**config.mk**
```make
export PLATFORM = sky130hd
export DESIGN_NAME = swap_cfg_eval
export DESIGN_NICKNAME = d
export VERILOG_FILES = /design/src/rtl/swap_eval_pkg.sv /design/src/rtl/swap_crc_byte.sv /design/src/rtl/swap_entry_check.sv /design/src/rtl/swap_cfg_eval.sv
export SDC_FILE = /design/constraint.sdc
export NUM_CORES = 1
export LEC_CHECK = 0
export BUFFER_PORTS_ARGS = -buffer_cell sky130_fd_sc_hd__buf_2
export CORE_ASPECT_RATIO = 0.9
export CORE_MARGIN = 2
export CORE_UTILIZATION = 45
export DETAILED_ROUTE_END_ITERATION = 6
export PLACE_DENSITY = 0.62
export SKIP_LAST_GASP = 1
export SYNTH_ARGS = -nofsm -noshare
export SYNTH_HDL_FRONTEND = slang
export SYNTH_SLANG_ARGS = --single-unit
```
**constraint.sdc**
```tcl
create_clock -name clk -period 5.9 [get_ports clk]
set_clock_uncertainty 0.05 [all_clocks]
set_input_delay 0 -clock clk [delete_from_list [all_inputs] [get_ports clk]]
set_output_delay 0 -clock clk [all_outputs]
set_load 0.01 [all_outputs]
```
**src/rtl/swap_eval_pkg.sv**
```systemverilog
package swap_eval_pkg;

    typedef enum logic [2:0] {
        S_IDLE,
        S_INIT,
        S_ISSUE,
        S_CAPT,
        S_CRC,
        S_EVAL,
        S_DONE
    } state_t;

    localparam logic [31:0] STAT_VALID = 32'h4321_1234;
    localparam logic [31:0] MARK_A     = 32'h0000_0055;
    localparam logic [31:0] MARK_B     = 32'h0000_00AA;
    localparam logic [31:0] CRC_SEED   = 32'hFFFF_FFFF;
    localparam logic [31:0] CRC_POLY_R = 32'hEDB8_8320;
    localparam logic [3:0]  ARM_ON     = 4'b1010;

    localparam logic [1:0] CFG_NONE = 2'b00;
    localparam logic [1:0] CFG_A    = 2'b01;
    localparam logic [1:0] CFG_B    = 2'b10;

endpackage

```
**src/rtl/swap_crc_byte.sv**
```systemverilog
module swap_crc_byte
    import swap_eval_pkg::*;
(
    input  logic [31:0] crc_in,
    input  logic [7:0]  data,
    output logic [31:0] crc_out
);
    logic [31:0] acc;

    always_comb begin
        acc = crc_in ^ {24'h0, data};
        for (int b = 0; b < 8; b++) begin
            if (acc[0]) acc = (acc >> 1) ^ CRC_POLY_R;
            else        acc = acc >> 1;
        end
        crc_out = acc;
    end
endmodule

```
**src/rtl/swap_entry_check.sv**
```systemverilog
module swap_entry_check
    import swap_eval_pkg::*;
(
    input  logic [31:0] status,
    input  logic [31:0] marker,
    input  logic [31:0] crc_acc,
    input  logic [31:0] crc_word,
    output logic        ok,
    output logic [1:0]  region
);
    logic stat_ok, crc_ok;

    always_comb begin
        stat_ok = (status == STAT_VALID);
        crc_ok  = ((crc_acc ^ CRC_SEED) == crc_word);
        if (marker == MARK_A)      region = CFG_A;
        else if (marker == MARK_B) region = CFG_B;
        else                       region = CFG_NONE;
        ok = stat_ok && crc_ok && (region != CFG_NONE);
    end
endmodule

```
**src/rtl/swap_cfg_eval.sv**
```systemverilog
module swap_cfg_eval
    import swap_eval_pkg::*;
#(
    parameter int          ENTRIES   = 32,
    parameter int          STRIDE    = 16,
    parameter int          ADDR_W    = 32,
    parameter int          OUT_IDX_W = 7,
    parameter logic [31:0] ORIG_BASE = 32'h0000_9800,
    parameter logic [31:0] COPY_BASE = 32'h0000_A000
) (
    input  logic                 clk,
    input  logic                 rst,
    input  logic                 start,
    input  logic [3:0]           swap_arm,
    output logic                 mem_rd,
    output logic [ADDR_W-1:0]    mem_addr,
    input  logic [31:0]          mem_rdata,
    output logic [1:0]           cfg_code,
    output logic                 from_copy,
    output logic [OUT_IDX_W-1:0] win_idx,
    output logic                 done
);
    localparam int IDX_W = (ENTRIES > 1) ? $clog2(ENTRIES) : 1;
    localparam logic [IDX_W-1:0] IDX_TOP = IDX_W'(ENTRIES - 1);

    typedef struct packed {
        state_t               st;
        logic                 tab;
        logic [IDX_W-1:0]     idx;
        logic [1:0]           word;
        logic [1:0]           bcnt;
        logic [31:0]          data;
        logic [31:0]          crc;
        logic [31:0]          stat;
        logic [31:0]          mark;
        logic                 en_ok;
        logic [1:0]           cfg;
        logic                 tab_out;
        logic [OUT_IDX_W-1:0] idx_out;
        logic                 done;
    } reg_t;

    reg_t r_q, r_d;

    logic [31:0] crc_step;
    logic        rec_ok;
    logic [1:0]  rec_region;
    logic [ADDR_W-1:0] base_sel;

    swap_crc_byte u_crc (
        .crc_in  (r_q.crc),
        .data    (r_q.data[{r_q.bcnt, 3'b000} +: 8]),
        .crc_out (crc_step)
    );

    swap_entry_check u_chk (
        .status   (r_q.stat),
        .marker   (r_q.mark),
        .crc_acc  (r_q.crc),
        .crc_word (r_q.data),
        .ok       (rec_ok),
        .region   (rec_region)
    );

    always_comb begin
        base_sel = r_q.tab ? ADDR_W'(COPY_BASE) : ADDR_W'(ORIG_BASE);
        mem_addr = base_sel + ADDR_W'(r_q.idx) * ADDR_W'(STRIDE)
                 + ADDR_W'({r_q.word, 2'b00});
        mem_rd   = (r_q.st == S_ISSUE);
    end

    always_comb begin
        r_d = r_q;
        unique case (r_q.st)
            S_IDLE, S_DONE: begin
                if (start) begin
                    r_d.st      = S_INIT;
                    r_d.done    = 1'b0;
                    r_d.cfg     = CFG_NONE;
                    r_d.tab_out = 1'b0;
                    r_d.idx_out = '0;
                end
            end
            S_INIT: begin
                r_d.en_ok = (swap_arm == ARM_ON);
                r_d.tab   = 1'b0;
                r_d.idx   = IDX_TOP;
                r_d.word  = 2'd0;
                r_d.crc   = CRC_SEED;
                if (swap_arm == ARM_ON) begin
                    r_d.st = S_ISSUE;
                end else begin
                    r_d.st   = S_DONE;
                    r_d.done = 1'b1;
                end
            end
            S_ISSUE: r_d.st = S_CAPT;
            S_CAPT: begin
                r_d.data = mem_rdata;
                if (r_q.word == 2'd1) r_d.stat = mem_rdata;
                if (r_q.word == 2'd2) r_d.mark = mem_rdata;
                r_d.bcnt = 2'd0;
                r_d.st   = (r_q.word == 2'd3) ? S_EVAL : S_CRC;
            end
            S_CRC: begin
                r_d.crc  = crc_step;
                r_d.bcnt = r_q.bcnt + 2'd1;
                if (r_q.bcnt == 2'd3) begin
                    r_d.word = r_q.word + 2'd1;
                    r_d.st   = S_ISSUE;
                end
            end
            S_EVAL: begin
                r_d.word = 2'd0;
                r_d.crc  = CRC_SEED;
                r_d.st   = S_ISSUE;
                if (rec_ok) begin
                    r_d.cfg     = rec_region;
                    r_d.tab_out = r_q.tab;
                    r_d.idx_out = OUT_IDX_W'(r_q.idx);
                    r_d.done    = 1'b1;
                    r_d.st      = S_DONE;
                end else if (r_q.idx != '0) begin
                    r_d.idx = r_q.idx - 1'b1;
                end else if (!r_q.tab) begin
                    r_d.tab = 1'b1;
                    r_d.idx = IDX_TOP;
                end else begin
                    r_d.done = 1'b1;
                    r_d.st   = S_DONE;
                end
            end
            default: r_d.st = S_IDLE;
        endcase
    end

    always_ff @(posedge clk) begin
        if (rst) begin
            r_q    <= '0;
            r_q.st <= S_IDLE;
        end else begin
            r_q <= r_d;
        end
    end

    assign cfg_code  = r_q.cfg;
    assign from_copy = r_q.tab_out;
    assign win_idx   = r_q.idx_out;
    assign done      = r_q.done;

    assert_cfg_legal_R4: assert property (@(posedge clk) disable iff (rst)
        done |-> (cfg_code != 2'b11));
    assert_no_read_disarmed_R2: assert property (@(posedge clk) disable iff (rst)
        mem_rd |-> r_q.en_ok);
    assert_disarmed_zero_R2: assert property (@(posedge clk) disable iff (rst)
        (done && !r_q.en_ok) |-> (cfg_code == CFG_NONE && !from_copy && win_idx == '0));
    assert_done_hold_R9: assert property (@(posedge clk) disable iff (rst)
        (done && !start) |=> (done && $stable(cfg_code) && $stable(win_idx)));
    assert_start_clears_R9: assert property (@(posedge clk) disable iff (rst)
        start |=> !done);
    assert_copy_has_cfg_R7: assert property (@(posedge clk) disable iff (rst)
        (done && from_copy) |-> (cfg_code != CFG_NONE));
    assert_read_latency_R10: assert property (@(posedge clk) disable iff (rst)
        mem_rd |=> (r_q.st == S_CAPT));

endmodule

```
==> reports/results.tsv <==
metric	value	unit
Avg WL per Cell	16.2	microns
synth top area cells	dfxtp_1, nand2_1, a21oi_1, xor2_1, xnor2_1	
H-tree Lvls	4	
CTS buffer count	17	
Overall Global Routing Usage	21.5	%
largest family of logic cells by synthesized area	simple AND/OR/NAND/NOR gates	
Syn. warnings	0	
TritonCTS Sinks	150	
hold depth	2	
layout cell share with drive strength beyond 1	13.0	%
Synth top cells by count	nand2_1, dfxtp_1, a21oi_1	
die area	17400	sq um
gr ovfl total	0	
top-area cell type share of the netlist area	40.7	%
worst hold path class	primary input to register	
crit path launch type	register	
WP data arrival	3.50	ns
1st-iter DRT viols	534	
RePlAce Congestion	0.853	
final hold viol count	0	
Syn Std Cell Area	7370	sq um
fillcell total	1578	
worst-margin pin slew	1.18	ns
clock-pin slew on the worst setup and hold paths	0.06	ns
DRC	0	
diode count	0	
register area share after synthesis	40.7	%
XOR/XNOR Fraction of Synth Area	14.6	%
Max VDD drop	0.358	mV
compound-cell area share of the yosys netlist	12.2	%
RSZ-0062 raised after global routing	false	
cell count after synthesis	875	
Final Critical Period	3.24	ns
Reg2Reg Setup Slack	2.66	ns
Core Region	16100	sq um
P_leak	3.15	nW
post-route ant nets	0	
wire length of the first global-routing pass	29700	microns
r2r worst-path depth	6	
Crit. End Element	register	
first-pass detailed-route iteration total	5	
syn_area_per_cell	8.42	sq um
simple-gate share of the synthesized area	20.4	%
most common cell in the netlist	nand2_1	
initial antenna violation count	0	
starting density of the core	45.9	%
number of global-route vias before repair	5520	
Top FF cell, synth	dfxtp_1	
Crit Path Max Fanout	9	
chip width	139	microns
Fin Setup TNS	0	ns
CTS tree	yes	
IO Count	83	
Period Utilization, post-route	54.9	%
FFs w/ async S/R, synth	0	%
synthesized flop and latch total	150	
placed cells	1074	
Synth area leader	dfxtp_1	
vias	5927	
Area growth, synth to finish	14.7	%
unique cell type count in the Yosys netlist	49	
Layout Nets	964	
largest net degree at the start of global routing	105	
outcome	complete, no violations	
Via-to-Cell Ratio	5.20	
Post-synth EDFFs	0	
Setup CP Type	register to register	
relative slew slack	21.2	%
Max Cap Viol	0	
DP Wirelength	12800	microns
Final setup violation count	0	
Achievable Freq	309	MHz
Die Ht	125	microns
latest clock arrival within the worst-skew pair	0.43	ns
clock buffer depth	2	
drt total wl	18500	microns
required time of the worst setup path	6.16	ns
row cnt	44	
multiplexer share of the synthesized area	3.56	%
Max Slew Vio Count	0	
Port Buffers	58	
PwrDens	385	nW/um^2
clk root buf	clkbuf_16	
adder-cell share of the synthesized area	1.02	%
final std cells w/o fill	1139	
placed cells by master (no fill, tap or decap), types with 5 or more instances in the layout:
master	n
nand2b_1	9
nor4bb_1	7
nand4_1	12
buf_4	7
dlygate4sd3_1	33
dfxtp_1	150
mux4_2	8
ha_1	6
nor4b_1	5
xnor2_4	7
nor2b_1	5
xor2_1	49
nand2_1	210
conb_1	24
xnor2_2	5
a211oi_1	28
nor2_1	57
buf_2	57
nor3_1	11
xnor2_1	40
inv_1	6
mux2i_1	6
clkbuf_16	17
nor4_1	10
a21oi_1	108
worst paths after layout:
path                                    end     from
worst min-delay path               r_q[152]      rst
worst min register to register      r_q[56]  r_q[56]
worst max-delay path            cfg_code[0]  r_q[32]
worst max register to register  cfg_code[0]  r_q[32]
layout make-up:
| type | instances | area, sq um | share of cell area (%) |
|---|---|---|---|
| inverter | 7 | 26.3 | 0.311 |
| timing repair buffer | 97 | 668 | 7.90 |
| tap | 207 | 259 | 3.06 |
| multi-input combinational | 646 | 3920 | 46.3 |
| clock buffer | 20 | 467 | 5.52 |
| sequential | 150 | 3000 | 35.5 |
| clock inverter | 12 | 116 | 1.38 |
sequential cells by signal (all words and copies together), names as in the netlist:
signal,flops
win_idx,5
from_copy,1
r_q,141
cfg_code,2
done,1
per-layer routing:
metal / up-vias / share of wire, % / global-route usage, %
li1: 2968 / - / -
met1: 2785 / 49 / 30.3
met2: 153 / 45 / 33.2
met3: 21 / 4.2 / 3.87
met4: 0 / 1.9 / 7.90
met5: - / 0 / 0
worst max-delay path, stage by stage, from the launching register on:
cell	delay [ns]
dfxtp_1	0.31
nor4_1	0.48
and4_1	0.27
nand3_1	0.19
nand4b_1	0.53
o21bai_1	0.88
mux2_2	0.41
where the power goes:
part           switching (mW)  total [mW]  internal (mW)
clock                   0.442        1.06          0.620
combinational           0.489       0.953          0.464
sequential              0.145        1.24           1.10
kinds of logic after synthesis:
kind of cell             Yosys count
adder cells (fa/ha/maj)            6
flip-flops                       150
other                              2
AO/OA/AOI/OAI                    155
multiplexers                      16
XOR/XNOR                         102
buffers and inverters            101
AND/OR/NAND/NOR                  343
timing repair:
item | CTS | global route
hold buffers | 33 | 0
resized for setup | 0 | 0
setup buffers | 0 | 0
endpoints found under the setup margin | 0 | 0
endpoints found under the hold margin | 97 | 0
through the flow:
step                total power [mW]  utilization, %  area [sq um]  setup slack [ns]  hold WS (ns)
CTS                             3.27            52.6          8450              2.64       0.00376
floorplan                       2.02               -          7450              3.32        0.0860
global route                    3.43            52.6          8450              2.50        0.0509
detailed placement              2.20            46.9          7540              2.66         0.228
global placement                2.19            46.9          7540              2.70         0.225
finish                          3.26            52.6          8450              2.66        0.0286
Note: power is estimated with default switching activity, not from simulation.
